--- src/rtl/wave_rot_pkg.sv ---
package wave_rot_pkg;
  localparam int NUM_CH    = 5;
  localparam int NUM_WAVES = 4;
  localparam int WSEL_W    = $clog2(NUM_WAVES);
  localparam int MODE_W    = 8;

  typedef struct packed {
    logic [NUM_WAVES-1:0] rotate;
    logic [NUM_WAVES-1:0] write;
  } rot_ctl_t;
endpackage

--- src/rtl/wave_rot_ctrl.sv ---
module wave_rot_ctrl
  import wave_rot_pkg::*;
(
  input  logic                          clk,
  input  logic                          rstN,
  input  logic                          modeWrEn,
  input  logic [MODE_W-1:0]             modeWrData,
  input  logic [NUM_CH-1:0]             chanTick,
  input  logic [1:0]                    sharedIdx,
  input  logic                          cpuWrEn,
  input  logic [WSEL_W-1:0]             cpuWrWave,
  output logic [MODE_W-1:0]             modeQ,
  output logic [NUM_WAVES-1:0]          rotStrobe,
  output logic                          cntResetMode,
  output logic [1:0]                    multSel,
  output logic                          dbgOut,
  output rot_ctl_t                      ctl
);
  localparam int PEND_W = 2;
  localparam int SUM_W  = PEND_W + 1;
  localparam logic [SUM_W-1:0] PEND_MAX = SUM_W'((1 << PEND_W) - 1);

  logic rotLow, rotHigh;
  logic [2:0] dbgSel;

  always_ff @(posedge clk) begin
    if (!rstN)         modeQ <= '0;
    else if (modeWrEn) modeQ <= modeWrData;
  end

  assign rotLow       = modeQ[6];
  assign rotHigh      = modeQ[7];
  assign cntResetMode = modeQ[5];
  assign dbgSel       = modeQ[4:2];
  assign multSel      = modeQ[1:0];

  // Rotation source selection
  always_comb begin
    rotStrobe      = '0;
    rotStrobe[2:0] = rotLow ? chanTick[2:0] : 3'b000;
    rotStrobe[3]   = (rotLow & ~rotHigh & chanTick[4]) |
                     (rotHigh & ~rotLow & chanTick[3]);
  end

  // Debug output selector
  always_comb begin
    case (dbgSel)
      3'd0:    dbgOut = chanTick[0];
      3'd1:    dbgOut = chanTick[1];
      3'd2:    dbgOut = chanTick[2];
      3'd3:    dbgOut = chanTick[3];
      3'd4:    dbgOut = chanTick[4];
      3'd5:    dbgOut = sharedIdx[0];
      3'd6:    dbgOut = sharedIdx[1];
      default: dbgOut = 1'b0;
    endcase
  end

  // Per-wave pending counters: a rotation blocked by a CPU write waits
  for (genvar w = 0; w < NUM_WAVES; w++) begin : g_pend
    logic [PEND_W-1:0] pendCnt;
    logic [SUM_W-1:0]  total;
    logic              wrHit;

    assign wrHit = cpuWrEn && (cpuWrWave == WSEL_W'(w));
    assign total = SUM_W'(pendCnt) + SUM_W'(rotStrobe[w]);

    assign ctl.write[w]  = wrHit;
    assign ctl.rotate[w] = !wrHit && (total != '0);

    always_ff @(posedge clk) begin
      if (!rstN)               pendCnt <= '0;
      else if (ctl.rotate[w])  pendCnt <= PEND_W'(total - SUM_W'(1));
      else if (total > PEND_MAX) pendCnt <= PEND_W'(PEND_MAX);
      else                     pendCnt <= PEND_W'(total);
    end
  end
endmodule

--- src/rtl/wave_rot_dp.sv ---
module wave_rot_dp
  import wave_rot_pkg::*;
#(
  parameter int DATA_W   = 8,
  parameter int WAVE_LEN = 32,
  localparam int IDX_W   = $clog2(WAVE_LEN)
) (
  input  logic              clk,
  input  logic              rstN,
  input  rot_ctl_t          ctl,
  input  logic [IDX_W-1:0]  wrIdx,
  input  logic [DATA_W-1:0] wrData,
  input  logic [WSEL_W-1:0] rdWave,
  input  logic [IDX_W-1:0]  rdIdx,
  output logic [DATA_W-1:0] rdData
);
  logic [DATA_W-1:0] waveOut [NUM_WAVES];

  for (genvar w = 0; w < NUM_WAVES; w++) begin : g_wave
    logic [DATA_W-1:0] mem [WAVE_LEN];

    always_ff @(posedge clk) begin
      if (!rstN) begin
        for (int i = 0; i < WAVE_LEN; i++) mem[i] <= '0;
      end else if (ctl.rotate[w]) begin
        for (int i = 0; i < WAVE_LEN; i++) mem[i] <= mem[(i + 1) % WAVE_LEN];
      end else if (ctl.write[w]) begin
        mem[wrIdx] <= wrData;
      end
    end

    assign waveOut[w] = mem[rdIdx];
  end

  assign rdData = waveOut[rdWave];
endmodule

--- src/rtl/wave_rot_ctl.sv ---
module wave_rot_ctl
  import wave_rot_pkg::*;
#(
  parameter int DATA_W   = 8,
  parameter int WAVE_LEN = 32,
  localparam int IDX_W   = $clog2(WAVE_LEN)
) (
  input  logic              clk,
  input  logic              rstN,
  input  logic              modeWrEn,
  input  logic [7:0]        modeWrData,
  input  logic [4:0]        chanTick,
  input  logic [1:0]        sharedIdx,
  input  logic              cpuWrEn,
  input  logic [1:0]        cpuWrWave,
  input  logic [IDX_W-1:0]  cpuWrIdx,
  input  logic [DATA_W-1:0] cpuWrData,
  input  logic [1:0]        rdWave,
  input  logic [IDX_W-1:0]  rdIdx,
  output logic [DATA_W-1:0] rdData,
  output logic [3:0]        rotStrobe,
  output logic              cntResetMode,
  output logic [1:0]        multSel,
  output logic              dbgOut
);
  rot_ctl_t          ctl;
  logic [MODE_W-1:0] modeQ;

  wave_rot_ctrl u_ctrl (
    .clk(clk), .rstN(rstN),
    .modeWrEn(modeWrEn), .modeWrData(modeWrData),
    .chanTick(chanTick), .sharedIdx(sharedIdx),
    .cpuWrEn(cpuWrEn), .cpuWrWave(cpuWrWave),
    .modeQ(modeQ), .rotStrobe(rotStrobe),
    .cntResetMode(cntResetMode), .multSel(multSel),
    .dbgOut(dbgOut), .ctl(ctl)
  );

  wave_rot_dp #(.DATA_W(DATA_W), .WAVE_LEN(WAVE_LEN)) u_dp (
    .clk(clk), .rstN(rstN), .ctl(ctl),
    .wrIdx(cpuWrIdx), .wrData(cpuWrData),
    .rdWave(rdWave), .rdIdx(rdIdx), .rdData(rdData)
  );
endmodule

--- config.mk ---
export PLATFORM = sky130hd
export DESIGN_NAME = wave_rot_ctl
export DESIGN_NICKNAME = d
export VERILOG_FILES = /design/src/rtl/wave_rot_pkg.sv /design/src/rtl/wave_rot_ctrl.sv /design/src/rtl/wave_rot_dp.sv /design/src/rtl/wave_rot_ctl.sv
export SDC_FILE = /design/constraint.sdc
export NUM_CORES = 2
export LEC_CHECK = 0
export BUFFER_PORTS_ARGS = -buffer_cell sky130_fd_sc_hd__buf_4
export CORE_MARGIN = 2
export CORE_UTILIZATION = 50
export CTS_BUF_LIST = sky130_fd_sc_hd__clkbuf_8 sky130_fd_sc_hd__clkbuf_16
export DETAILED_ROUTE_END_ITERATION = 7
export GPL_TIMING_DRIVEN = 0
export PLACE_DENSITY_LB_ADDON = 0.08
export SYNTH_ARGS = -nofsm -noshare
export SYNTH_HDL_FRONTEND = slang
export SYNTH_HIERARCHICAL = 1
export SYNTH_SLANG_ARGS = --single-unit
export TNS_END_PERCENT = 50
--- constraint.sdc ---
create_clock -name clk -period 4.45 [get_ports clk]
set_clock_uncertainty 0.2 [all_clocks]
set_input_delay 0.6675 -clock clk [delete_from_list [all_inputs] [get_ports clk]]
set_output_delay 0.6675 -clock clk [all_outputs]
set_load 0.02 [all_outputs]
==> impl_summary.md <==
Floorplan
The I/O pin count is 57. Row generation in the floorplan step produced 119 rows. The initial core utilization is 50.5%. The floorplan step defined a die boundary enclosing 0.109 mm2. The width of the chip is 330 um.

The region available for standard cell placement spans 0.106 mm2. In this run the vertical extent of the chip is 330 um.

STA
The actual transition at the worst max-transition pin is 1.60 ns. The remaining max-slew budget at the tightest pin is -6.57%. The fmax is 210 MHz. For the finished layout, the period the worst path requires is 4.77 ns. The final-layout setup total negative slack is -10.10 ns. The final critical path takes up 107% of the cycle.

Setup violations remaining at the end of the flow were counted as 65. The total count of max-transition violations in the final report is 55. The number of hold violations in the final report is 0.

Setup repair after global routing could not meet its margin everywhere. Setup slack on the critical path of the routed design comes to -0.322 ns.

Detailed routing
The violation count after the first detailed-routing iteration is 7000. Summed over all layers, the routed wires come to 212 mm. In the routed design, unresolved DRC markers number 1. The routed via count is 41100. In this run the remaining antenna-violating nets after routing total 0.

Dividing the detail-routed wire length by the instance count gives 36.6 um. Dividing the detail-routed via count by the number of cells gives 7.08. The number of iterations in the first detailed-routing pass is 7.

Flow run
The number of max-cap violations is 5.

Power
The share of total power in sequential cells is 50.0%. The internal portion of the total power is 25.6 mW. Of the total power, the share spent switching nets is 33.6%. The share of total power in the clock network is 26.1%. The maximum vdd drop is 0.351 mV. The reported leakage power is 21.0 nW. The total power divided by cell area is 641 mW/mm2. The share of power burned in combinational logic is 24.0%.

In this run the power spent charging and discharging nets is 12.9 mW.

Synthesis
The Yosys step of the flow raised 6 warnings. The number of instances in the synthesized netlist is 4110. After synthesis the cells add up to 0.0533 mm2. Counting every net in the synthesized netlist gives 4171. A synthesized cell averages 13.0 um2.

Global route
Entering global routing, the biggest net connects 16 pins. The number of global-route vias before repair came to 37900. The met1 capacity usage during global routing is 51.4%. The global-route track usage on met3 is 13.2%. The initial antenna violation count is 17. The met2 track utilization from global routing is 56.9%. The total overflow left after global routing is 0. The most utilized layer in the global route result is met2.

Global routing consumed, over all layers together, 38.7% of the routing resources. The wire length of the first global-routing pass is 294 mm.

Setup path
The endpoint class of the critical path is a flop. The critical-path maximum fanout is 10. The critical path goes through and2_1 -> ha_1 -> ha_1 -> inv_1 -> ha_1 -> or2b_2 -> and2_4 -> nand3b_1 -> clkbuf_1 -> clkbuf_1 -> o21ai_0. The slowest stage of the critical path belongs to the cell o21ai_0. The required time of the critical path is 4.59 ns. The cell family contributing the most delay on the critical path is simple AND/OR/NAND/NOR gates. Among the stages of the critical path, the cell type that occurs most often is ha_1. Data on the critical path arrives at its endpoint at 4.91 ns. For this run, the slowest stage of the critical path takes 1.11 ns. The number of buffers and inverters on the critical path is 3. The critical setup path kind is flop to flop. The critical path startpoint category is a flop.

CTS
CTS built an H-tree with a depth of 3. The later-pin clock latency in the skew report is 0.72 ns. After clock tree synthesis, the clock-pin slew on the worst setup and hold paths is 0.06 ns.

The tree built by TritonCTS fans out to 1040 sinks. In this run the clock root is driven by a clkbuf_16. In this run, CTS created clock tree buffers numbering 114. The longest clock path from root to sink contains 3 buffers. The clock tree from TritonCTS is yes.

Finish
The layout has 8608 filler cells. In the final design database the tool counted 4360 nets. The final core utilization is 56.9%. The share of cells above drive strength 1 is 16.1%. From synthesis to final layout, the design area changed by 12.8%. Once layout is complete, the cells apart from fillers number 5798.

Run status
The run finished, with violations left. The checks that failed: design-rule violations, max-capacitance violations, max-slew violations, negative setup slack.

Place
Including well taps, the total number of placed cells is 5548. Input and output buffers added on the ports amount to 39. At the end of routability-driven placement, the weighted congestion stood at 1.04. The half-perimeter wire length after placement is 159 mm.

Worst hold path
The path category of the worst min-delay check is primary input to flop.
==> worst register-to-register path: cells and delay by family, from the launching register on <==
| family | cells | cell delay [ns] |
|---|---|---|
| simple gates | 4 | 1.20 |
| fa+ha+maj | 3 | 0.67 |
| compound gates | 1 | 1.12 |
| buf+inv | 3 | 0.88 |
| flops | 1 | 0.35 |
==> state kept, by name (all words and copies together) (netlist names) <==
| signal | count |
|---|---|
| u_dp/g_wave.mem | 1024 |
| u_ctrl/g_pend.pendCnt | 8 |
| u_ctrl/modeQ | 8 |
==> power groups by stage <==
stage | Clock [mW] | Combinational (mW) | Sequential (mW)
floorplan | 0 | 5.79 | 17.3
global placement | 0 | 8.69 | 19.1
detailed placement | 0 | 8.81 | 19.1
CTS | 10.1 | 8.88 | 19.0
global route | 10.4 | 9.54 | 19.4
finish | 10.0 | 9.22 | 19.2
==> cell type report <==
cell class	instances	area [um2]	area share, %
diodes	10	25.0	0.0416
plain buffers	413	1950	3.25
clock buffers	118	2920	4.86
clock inverters	96	990	1.65
inverters	13	48.8	0.0812
multi-input cells	2644	20700	34.5
flip-flops and latches	1040	31100	51.7
well taps	1391	1740	2.90
repair buffers	73	594	0.989
==> stage by stage <==
| step | setup slack (ns) | hold slack [ns] | area (um2) | total power, mW |
|---|---|---|---|---|
| after floorplan | 0.454 | 0.262 | 53300 | 23.1 |
| after global placement | -1.00 | 0.275 | 55300 | 27.8 |
| after detailed placement | -1.03 | 0.294 | 55400 | 27.9 |
| after CTS | -0.206 | 0.168 | 59800 | 37.9 |
| after global routing | -0.379 | 0.183 | 60100 | 39.4 |
| final | -0.322 | 0.197 | 60100 | 38.5 |
==> final timing paths <==
path                                              startpoint                                 end  slack, ns  cells after the start
worst min register to register  u_ctrl/modeQ[5]$_SDFFE_PN0P_        u_ctrl/modeQ[5]$_SDFFE_PN0P_       0.30                      2
worst min-delay path                                modeWrEn        u_ctrl/modeQ[4]$_SDFFE_PN0P_       0.20                      3
worst max-delay path            u_ctrl/modeQ[6]$_SDFFE_PN0P_  u_dp/g_wave[0].mem[5][5]$_DFFE_PP_      -0.32                     11
worst max register to register  u_ctrl/modeQ[6]$_SDFFE_PN0P_  u_dp/g_wave[0].mem[5][5]$_DFFE_PP_      -0.32                     11
==> cells in the final DEF, fill, tap and decap left out, types with 12 or more instances in the layout <==
| cell | instances |
|---|---|
| clkinv_2 | 16 |
| nor3_1 | 28 |
| nand2_1 | 910 |
| nor3_2 | 23 |
| clkinv_1 | 19 |
| buf_4 | 71 |
| clkbuf_2 | 31 |
| clkbuf_1 | 315 |
| ha_1 | 16 |
| nand2b_1 | 60 |
| a22o_1 | 576 |
| nor2_1 | 79 |
| edfxtp_1 | 1024 |
| mux4_2 | 337 |
| o21ai_0 | 480 |
| clkbuf_16 | 115 |
| buf_1 | 13 |
| buf_6 | 12 |
| bufinv_16 | 20 |
| o21ai_1 | 42 |
| inv_1 | 38 |
| clkbuf_4 | 12 |
| dfxtp_1 | 16 |
==> per-layer routing <==
layer	part of all wire (%)	vias to the layer above
met1	36	20800
met5	0.056	-
met2	44	3336
li1	-	16400
met3	14	567
met4	6.0	20
==> repair_timing <==
| action | CTS | global route |
|---|---|---|
| buffers inserted | 1 | 14 |
| gates cloned | 0 | 0 |
| setup endpoints to repair | 451 | 1332 |
| endpoints found under the hold margin | 8 | 0 |
| hold buffers | 8 | 0 |
| pin swaps | 0 | 11 |
| resized for setup | 152 | 72 |
Power figures use the tool's default switching activity.
